$ cat src/rtl/pccard_pkg.sv
package pccard_pkg;
    localparam int CODE_W = 3;
    localparam int SLOW_W = 2;
    localparam int SH_W   = 4;
    localparam int CNT_W  = 6;

    typedef enum logic [2:0] {
        ST_IDLE,
        ST_SETUP,
        ST_STROBE,
        ST_HOLD,
        ST_GAP
    } seq_state_t;

    typedef struct packed {
        logic [SH_W-1:0]   setup;
        logic [CNT_W-1:0]  strobe;
        logic [SH_W-1:0]   hold;
        logic [CODE_W-1:0] gap;
    } timing_t;
endpackage

$ cat src/rtl/pccard_timing_sel.sv
module pccard_timing_sel
    import pccard_pkg::*;
(
    input  logic              tsel,
    input  logic              area6,
    input  logic [CODE_W-1:0] wait_a,
    input  logic [SLOW_W-1:0] slow_a,
    input  logic [CODE_W-1:0] setup_a,
    input  logic [CODE_W-1:0] hold_a,
    input  logic [CODE_W-1:0] wait_b,
    input  logic [SLOW_W-1:0] slow_b,
    input  logic [CODE_W-1:0] setup_b,
    input  logic [CODE_W-1:0] hold_b,
    input  logic [CODE_W-1:0] idle5,
    input  logic [CODE_W-1:0] idle6,
    output timing_t           tm
);
    function automatic logic [SH_W-1:0] sh_len(input logic [CODE_W-1:0] c);
        logic [SH_W-1:0] w;
        w = SH_W'(c);
        if (!c[2]) return w;
        return SH_W'(3 * (w - SH_W'(2)));
    endfunction

    function automatic logic [CNT_W-1:0] slow_len(input logic [SLOW_W-1:0] c);
        unique case (c)
            2'd0:    return CNT_W'(0);
            2'd1:    return CNT_W'(15);
            2'd2:    return CNT_W'(30);
            default: return CNT_W'(50);
        endcase
    endfunction

    logic [CODE_W-1:0] wait_s, setup_s, hold_s;
    logic [SLOW_W-1:0] slow_s;

    always_comb begin
        wait_s  = tsel ? wait_b  : wait_a;
        slow_s  = tsel ? slow_b  : slow_a;
        setup_s = tsel ? setup_b : setup_a;
        hold_s  = tsel ? hold_b  : hold_a;
        tm.setup  = sh_len(setup_s);
        tm.hold   = sh_len(hold_s);
        tm.strobe = CNT_W'(1) + CNT_W'(wait_s) + slow_len(slow_s);
        tm.gap    = area6 ? idle6 : idle5;
    end
endmodule

$ cat src/rtl/pccard_space_dec.sv
module pccard_space_dec
    import pccard_pkg::*;
(
    input  logic [CODE_W-1:0] space,
    output logic              rsv,
    output logic              wide,
    output logic              reg_act
);
    always_comb begin
        rsv     = (space == '0);
        wide    = space[0];
        reg_act = !(space[2] && !space[1]);
    end
endmodule

$ cat src/rtl/pccard_seq.sv
module pccard_seq
    import pccard_pkg::*;
#(
    parameter int AW = 26,
    parameter int DW = 16
) (
    input  logic              clk,
    input  logic              rst_n,
    input  logic              req_valid,
    input  logic              req_write,
    input  logic              req_area6,
    input  logic [AW-1:0]     req_addr,
    input  logic [DW-1:0]     req_wdata,
    input  logic [2:0]        req_space,
    input  logic              req_tsel,
    input  logic [2:0]        cfg_wait_a,
    input  logic [1:0]        cfg_slow_a,
    input  logic [2:0]        cfg_setup_a,
    input  logic [2:0]        cfg_hold_a,
    input  logic [2:0]        cfg_wait_b,
    input  logic [1:0]        cfg_slow_b,
    input  logic [2:0]        cfg_setup_b,
    input  logic [2:0]        cfg_hold_b,
    input  logic [2:0]        cfg_idle5,
    input  logic [2:0]        cfg_idle6,
    input  logic [DW-1:0]     card_rdata,
    output logic [AW-1:0]     bus_addr,
    output logic [DW-1:0]     bus_wdata,
    output logic              cs_n,
    output logic              ce1_n,
    output logic              ce2_n,
    output logic              reg_n,
    output logic              rd_n,
    output logic              we_n,
    output logic [DW-1:0]     rdata,
    output logic              done,
    output logic              err,
    output logic              busy
);
    seq_state_t       st, nxt;
    timing_t          tm_new, tm_q;
    logic [CNT_W-1:0] cnt, load_len;
    logic             sp_rsv, sp_wide, sp_reg;
    logic             wide_q, reg_q, wr_q;
    logic             accept, active;

    pccard_timing_sel u_tsel (
        .tsel(req_tsel), .area6(req_area6),
        .wait_a(cfg_wait_a), .slow_a(cfg_slow_a), .setup_a(cfg_setup_a), .hold_a(cfg_hold_a),
        .wait_b(cfg_wait_b), .slow_b(cfg_slow_b), .setup_b(cfg_setup_b), .hold_b(cfg_hold_b),
        .idle5(cfg_idle5), .idle6(cfg_idle6), .tm(tm_new)
    );

    pccard_space_dec u_sdec (
        .space(req_space), .rsv(sp_rsv), .wide(sp_wide), .reg_act(sp_reg)
    );

    assign accept = (st == ST_IDLE) && req_valid && !sp_rsv;

    // next-state selection: zero-length phases are skipped
    always_comb begin
        nxt      = st;
        load_len = '0;
        unique case (st)
            ST_IDLE: begin
                if (accept) begin
                    if (tm_new.setup != '0) begin
                        nxt = ST_SETUP;  load_len = CNT_W'(tm_new.setup);
                    end else begin
                        nxt = ST_STROBE; load_len = tm_new.strobe;
                    end
                end
            end
            ST_SETUP: begin
                if (cnt == '0) begin
                    nxt = ST_STROBE; load_len = tm_q.strobe;
                end
            end
            ST_STROBE: begin
                if (cnt == '0) begin
                    if (tm_q.hold != '0) begin
                        nxt = ST_HOLD; load_len = CNT_W'(tm_q.hold);
                    end else if (tm_q.gap != '0) begin
                        nxt = ST_GAP;  load_len = CNT_W'(tm_q.gap);
                    end else begin
                        nxt = ST_IDLE;
                    end
                end
            end
            ST_HOLD: begin
                if (cnt == '0) begin
                    if (tm_q.gap != '0) begin
                        nxt = ST_GAP; load_len = CNT_W'(tm_q.gap);
                    end else begin
                        nxt = ST_IDLE;
                    end
                end
            end
            ST_GAP: begin
                if (cnt == '0) nxt = ST_IDLE;
            end
            default: nxt = ST_IDLE;
        endcase
    end

    // state register, counter and request latches
    always_ff @(posedge clk or negedge rst_n) begin
        if (!rst_n) begin
            st        <= ST_IDLE;
            cnt       <= '0;
            tm_q      <= '0;
            wide_q    <= 1'b0;
            reg_q     <= 1'b0;
            wr_q      <= 1'b0;
            bus_addr  <= '0;
            bus_wdata <= '0;
            rdata     <= '0;
            done      <= 1'b0;
            err       <= 1'b0;
        end else begin
            st <= nxt;
            if (nxt != st)        cnt <= load_len - CNT_W'(1);
            else if (cnt != '0)   cnt <= cnt - CNT_W'(1);
            if (accept) begin
                tm_q      <= tm_new;
                wide_q    <= sp_wide;
                reg_q     <= sp_reg;
                wr_q      <= req_write;
                bus_addr  <= req_addr;
                bus_wdata <= req_wdata;
            end
            if (st == ST_STROBE && cnt == '0 && !wr_q) rdata <= card_rdata;
            done <= (cnt == '0) && ((st == ST_HOLD) ||
                                    (st == ST_STROBE && tm_q.hold == '0));
            err  <= (st == ST_IDLE) && req_valid && sp_rsv;
        end
    end

    // strobe outputs decoded from state
    always_comb begin
        active = (st == ST_SETUP) || (st == ST_STROBE) || (st == ST_HOLD);
        cs_n   = !active;
        ce1_n  = !active;
        ce2_n  = !(active && wide_q);
        reg_n  = !(active && reg_q);
        rd_n   = !(st == ST_STROBE && !wr_q);
        we_n   = !(st == ST_STROBE && wr_q);
        busy   = (st != ST_IDLE);
    end
endmodule

$ cat config.mk
export PLATFORM = sky130hd
export DESIGN_NAME = pccard_seq
export DESIGN_NICKNAME = d
export VERILOG_FILES = /design/src/rtl/pccard_pkg.sv /design/src/rtl/pccard_timing_sel.sv /design/src/rtl/pccard_space_dec.sv /design/src/rtl/pccard_seq.sv
export SDC_FILE = /design/constraint.sdc
export NUM_CORES = 1
export LEC_CHECK = 0
export ABC_AREA = 1
export BUFFER_PORTS_ARGS = -buffer_cell sky130_fd_sc_hd__buf_2
export CORE_MARGIN = 1.5
export CORE_UTILIZATION = 40
export CTS_CLUSTER_SIZE = 14
export DETAILED_ROUTE_END_ITERATION = 10
export PLACE_DENSITY = 0.67
export SETUP_SLACK_MARGIN = 0.1
export SLEW_MARGIN = 30
export SYNTH_ARGS = -nofsm -noshare
export SYNTH_HDL_FRONTEND = slang
export SYNTH_SLANG_ARGS = --single-unit
$ cat constraint.sdc
create_clock -name clk -period 5.7 [get_ports clk]
set_input_delay 0.855 -clock clk [delete_from_list [all_inputs] [get_ports clk]]
set_output_delay 0.855 -clock clk [all_outputs]
set_load 0.01 [all_outputs]
==> impl_results.md <==
- Area grow syn2layout: 25.7%
- Worst path bufs/invs: 3
- Required @ worst endpoint: 5.98 ns
- CTS Buf Count: 9
- Post-synthesis mux area share: 4.65%
- Final antenna-violating net count: 0
- Post-synth top area share: 49.4%
- Routed via count: 3,822
- Synth unique cells: ~40
- YS warnings: 0
- Largest net degree at the start of global routing: 86
- Met2 wire length: 5.30 mm
- Starting Density: 41.5%
- Tcrit/Tclk final: between 60% and 70%
- Setup TNS: 0 ns
- CP cell instances: buf_2 -> inv_2 -> or2_2 -> o21ai_0 -> inv_1 -> ha_1 -> ha_1 -> fa_1 -> xor2_1 -> nand3_1 -> o21ai_0 -> nor3_1 -> nand2_2 -> nor2_4 -> nand4_1 -> a21oi_1
- Combinational family with the most area after synthesis: simple AND/OR/NAND/NOR gates
- Synth Area in Simple Gates: 29.0%
- Layout Nets: around 770
- CP peak stage delay: 0.41 ns
- Hpwl dp: slightly below 8 mm
- Clock slew at reported path FFs: ~0.1 ns
- Crit-path leading delay family: simple AND/OR/NAND/NOR gates
- Worst setup path category: input port to flip-flop
- Final core occ: 52.2%
- Power Dens Cells: 497 nW/um^2
- Initial antenna violation count: 0
- Slowest stage cell, crit path: fa_1
- Max frequency: 286 MHz
- CTS tree: yes
- Clk Latency, worst-skew pair: 0.36 ns
- Lkg Pwr: between 2 and 3 nW
- Syn Nets: 614
- Final Hold Vio Count: 0
- Status: finished, final reports clean
- EDFF count, synth: 0
- Clk root buf: clkbuf_8
- Most numerous cell in the Yosys netlist: nand2_1
- #FFs+latches synth: 85
- Synthesized area: 4300 um^2
- Number of H-tree levels: 3
- Worst ir drop on vdd: about 0.00024 V
- Row count: 37
- DR pass1 iterations: 5
- Max-cap violation count: 0
- Final setup fails: 0
- Slew at the pin with the worst max-slew slack: slightly above 0.9 ns
- Final-report max-slew violation count: 0
- Max-Slew Margin vs Limit: 39.1%
- Global route total overflow: 0
- Detailed Route Iter0 Violations: between 200 and 250
- DRC viols: 0
- Post-CTS resize count: 0
- Asr flop ratio synth: between 90% and 100%
- Setup bufs post-CTS: 0
- Cell area after placement: 5230 um^2
- Core Area: 10,400 um^2
- CTS sink cnt: 85
- Endpoint type of the worst setup path: flip-flop
- Fin area: ~5400 um^2
- Unrepaired setup endpoints after global routing: false
- Via density: 4.75
- CP Data Arrival Time: 3.78 ns
- Highest routed layer: met4
- Complex-gate fraction of the synthesized area: 6.46%
- Syn_area_per_cell: 8.50 um^2
- Routed wl met3: 714 um
- Share of post-route cells with drive strength above 1: 35.1%
- # diodes: 0
- IO buf count: 161
- Worst Skew: 0.0107 ns
- Die height: 107 um
- Prevailing post-synth register cell: dfrtp_1
- Crit-path max FO: 13
- Die Width: 107 um
- Gr usage total: 18.4%
- Synth area leader: dfrtp_1
- Hold crit path type: flip-flop to flip-flop
- Die Area: ~11,000 um^2
- Cell count after synthesis: 506
- Startpoint Class: input port
- Post-route minimum period: 3.50 ns
- Synth Area in XOR/XNOR: under 10%
- # hold bufs at CTS: 0
- Synthesized-area fraction occupied by adder cells: slightly below 4%
- Ranking of synthesized cells by area: dfrtp_1 (49%), nand2_1 (17%), mux2_2 (4.2%), ha_1 (3.5%), inv_1 (3.2%)
- Seq/Total Area, Yosys: 49.4%
- Final WL: 10.4 mm
- Top cells by count, synth: nand2_1 (200), dfrtp_1 (85), inv_1 (37)
- # fillers: slightly above 1k
- Clock buffer depth: 2
- GPL Wtd Cong: 0.843
- First-pass GRT wire length: between 15 and 20 mm
- Vias in the first global route: 3,652
- DRT met1 WL: 4.34 mm
- Post-DR wirelength/cell: 13.0 um
- Top-level port count: ~160
==> cell usage in the layout, fill, tap and decap left out, types with 4 or more instances in the layout <==
cell type and count:
a21oi_1 11, nand2_2 10, o211ai_1 4, o21ai_0 16, nand4_1 5, buf_2 160
nor3_1 5, mux2_2 16, nand2_1 200, inv_1 37, o22ai_1 4, nand3_2 6
nor2_4 6, dfrtp_1 85, clkbuf_8 9, ha_1 12, nand3_1 18, inv_2 7
nor2_1 19
==> layer usage <==
layer | global-route usage [%] | vias up
met3 | 5.78 | 6
met2 | 32.0 | 129
met1 | 22.3 | 1769
li1 | - | 1918
met5 | 0 | -
met4 | 4.19 | 0
==> worst paths after layout <==
kind | from | end | cells after the start | slack [ns]
setup / recovery | req_tsel | cnt[5]$_DFFE_PN0P_ | 16 | 2.20
hold / removal | bus_wdata[6]$_DFFE_PN0P_ | bus_wdata[6]$_DFFE_PN0P_ | 2 | 0.47
setup reg to reg | st[0]$_DFF_PN0_ | cnt[4]$_DFFE_PN0P_ | 15 | 2.73
hold reg to reg | bus_wdata[6]$_DFFE_PN0P_ | bus_wdata[6]$_DFFE_PN0P_ | 2 | 0.47
max in group asynchronous | rst_n | st[2]$_DFF_PN0_ | 1 | 4.64
min in group asynchronous | rst_n | bus_wdata[10]$_DFFE_PN0P_ | 1 | 0.54
==> metrics by stage <==
step / power (W) / setup WS (ns) / instances / hold slack (ns)
floorplan: 0.00187 / 2.43 / 506 / 0.442
global placement: 0.00225 / 1.96 / 789 / 0.449
detailed placement: 0.00230 / 1.87 / 789 / 0.453
CTS: 0.00271 / 2.24 / 805 / 0.477
global route: 0.00292 / 1.94 / 805 / 0.493
finish: 0.00269 / 2.20 / 805 / 0.474
==> report_power, final <==
part | internal [W] | switching, W | leakage, nW
combinational | 0.000490 | 0.000776 | 1.84
sequential | 0.000872 | 0.000146 | 1.04
clock | 0.000167 | 0.000235 | 0.0934
total | 0.00153 | 0.00116 | 2.98
==> logic make-up after synthesis <==
family	count (synthesis)
xor gates and xnor gates	5
buffers and inverters	60
AOI/OAI and AO/OA	45
DFF	85
and+or+nand+nor	280
adders and majority gates	13
muxes	18
==> flip-flops by register name (all words and copies together) (netlist names) <==
name and cells:
rdata 16, err 1, wr_q 1, tm_q 13, wide_q 1, done 1
reg_q 1, st 3, cnt 6, bus_wdata 16, bus_addr 26
==> tightest hold or removal path, stage by stage (launching register included) <==
cell,delay (ns)
dfrtp_1,0.35
nand2_1,0.05
nand2_1,0.04
==> layout make-up <==
class / count / area, um^2 / share of cell area, %
Clock inverter: 6 / 55.1 / 1.02
Inverter: 45 / 169 / 3.12
Timing Repair Buffer: 162 / 820 / 15.2
Tap cell: 136 / 170 / 3.15
Sequential cell: 85 / 2130 / 39.3
Clock buffer: 10 / 128 / 2.36
Multi-Input combinational cell: 361 / 1940 / 35.9
Power figures use the tool's default switching activity.
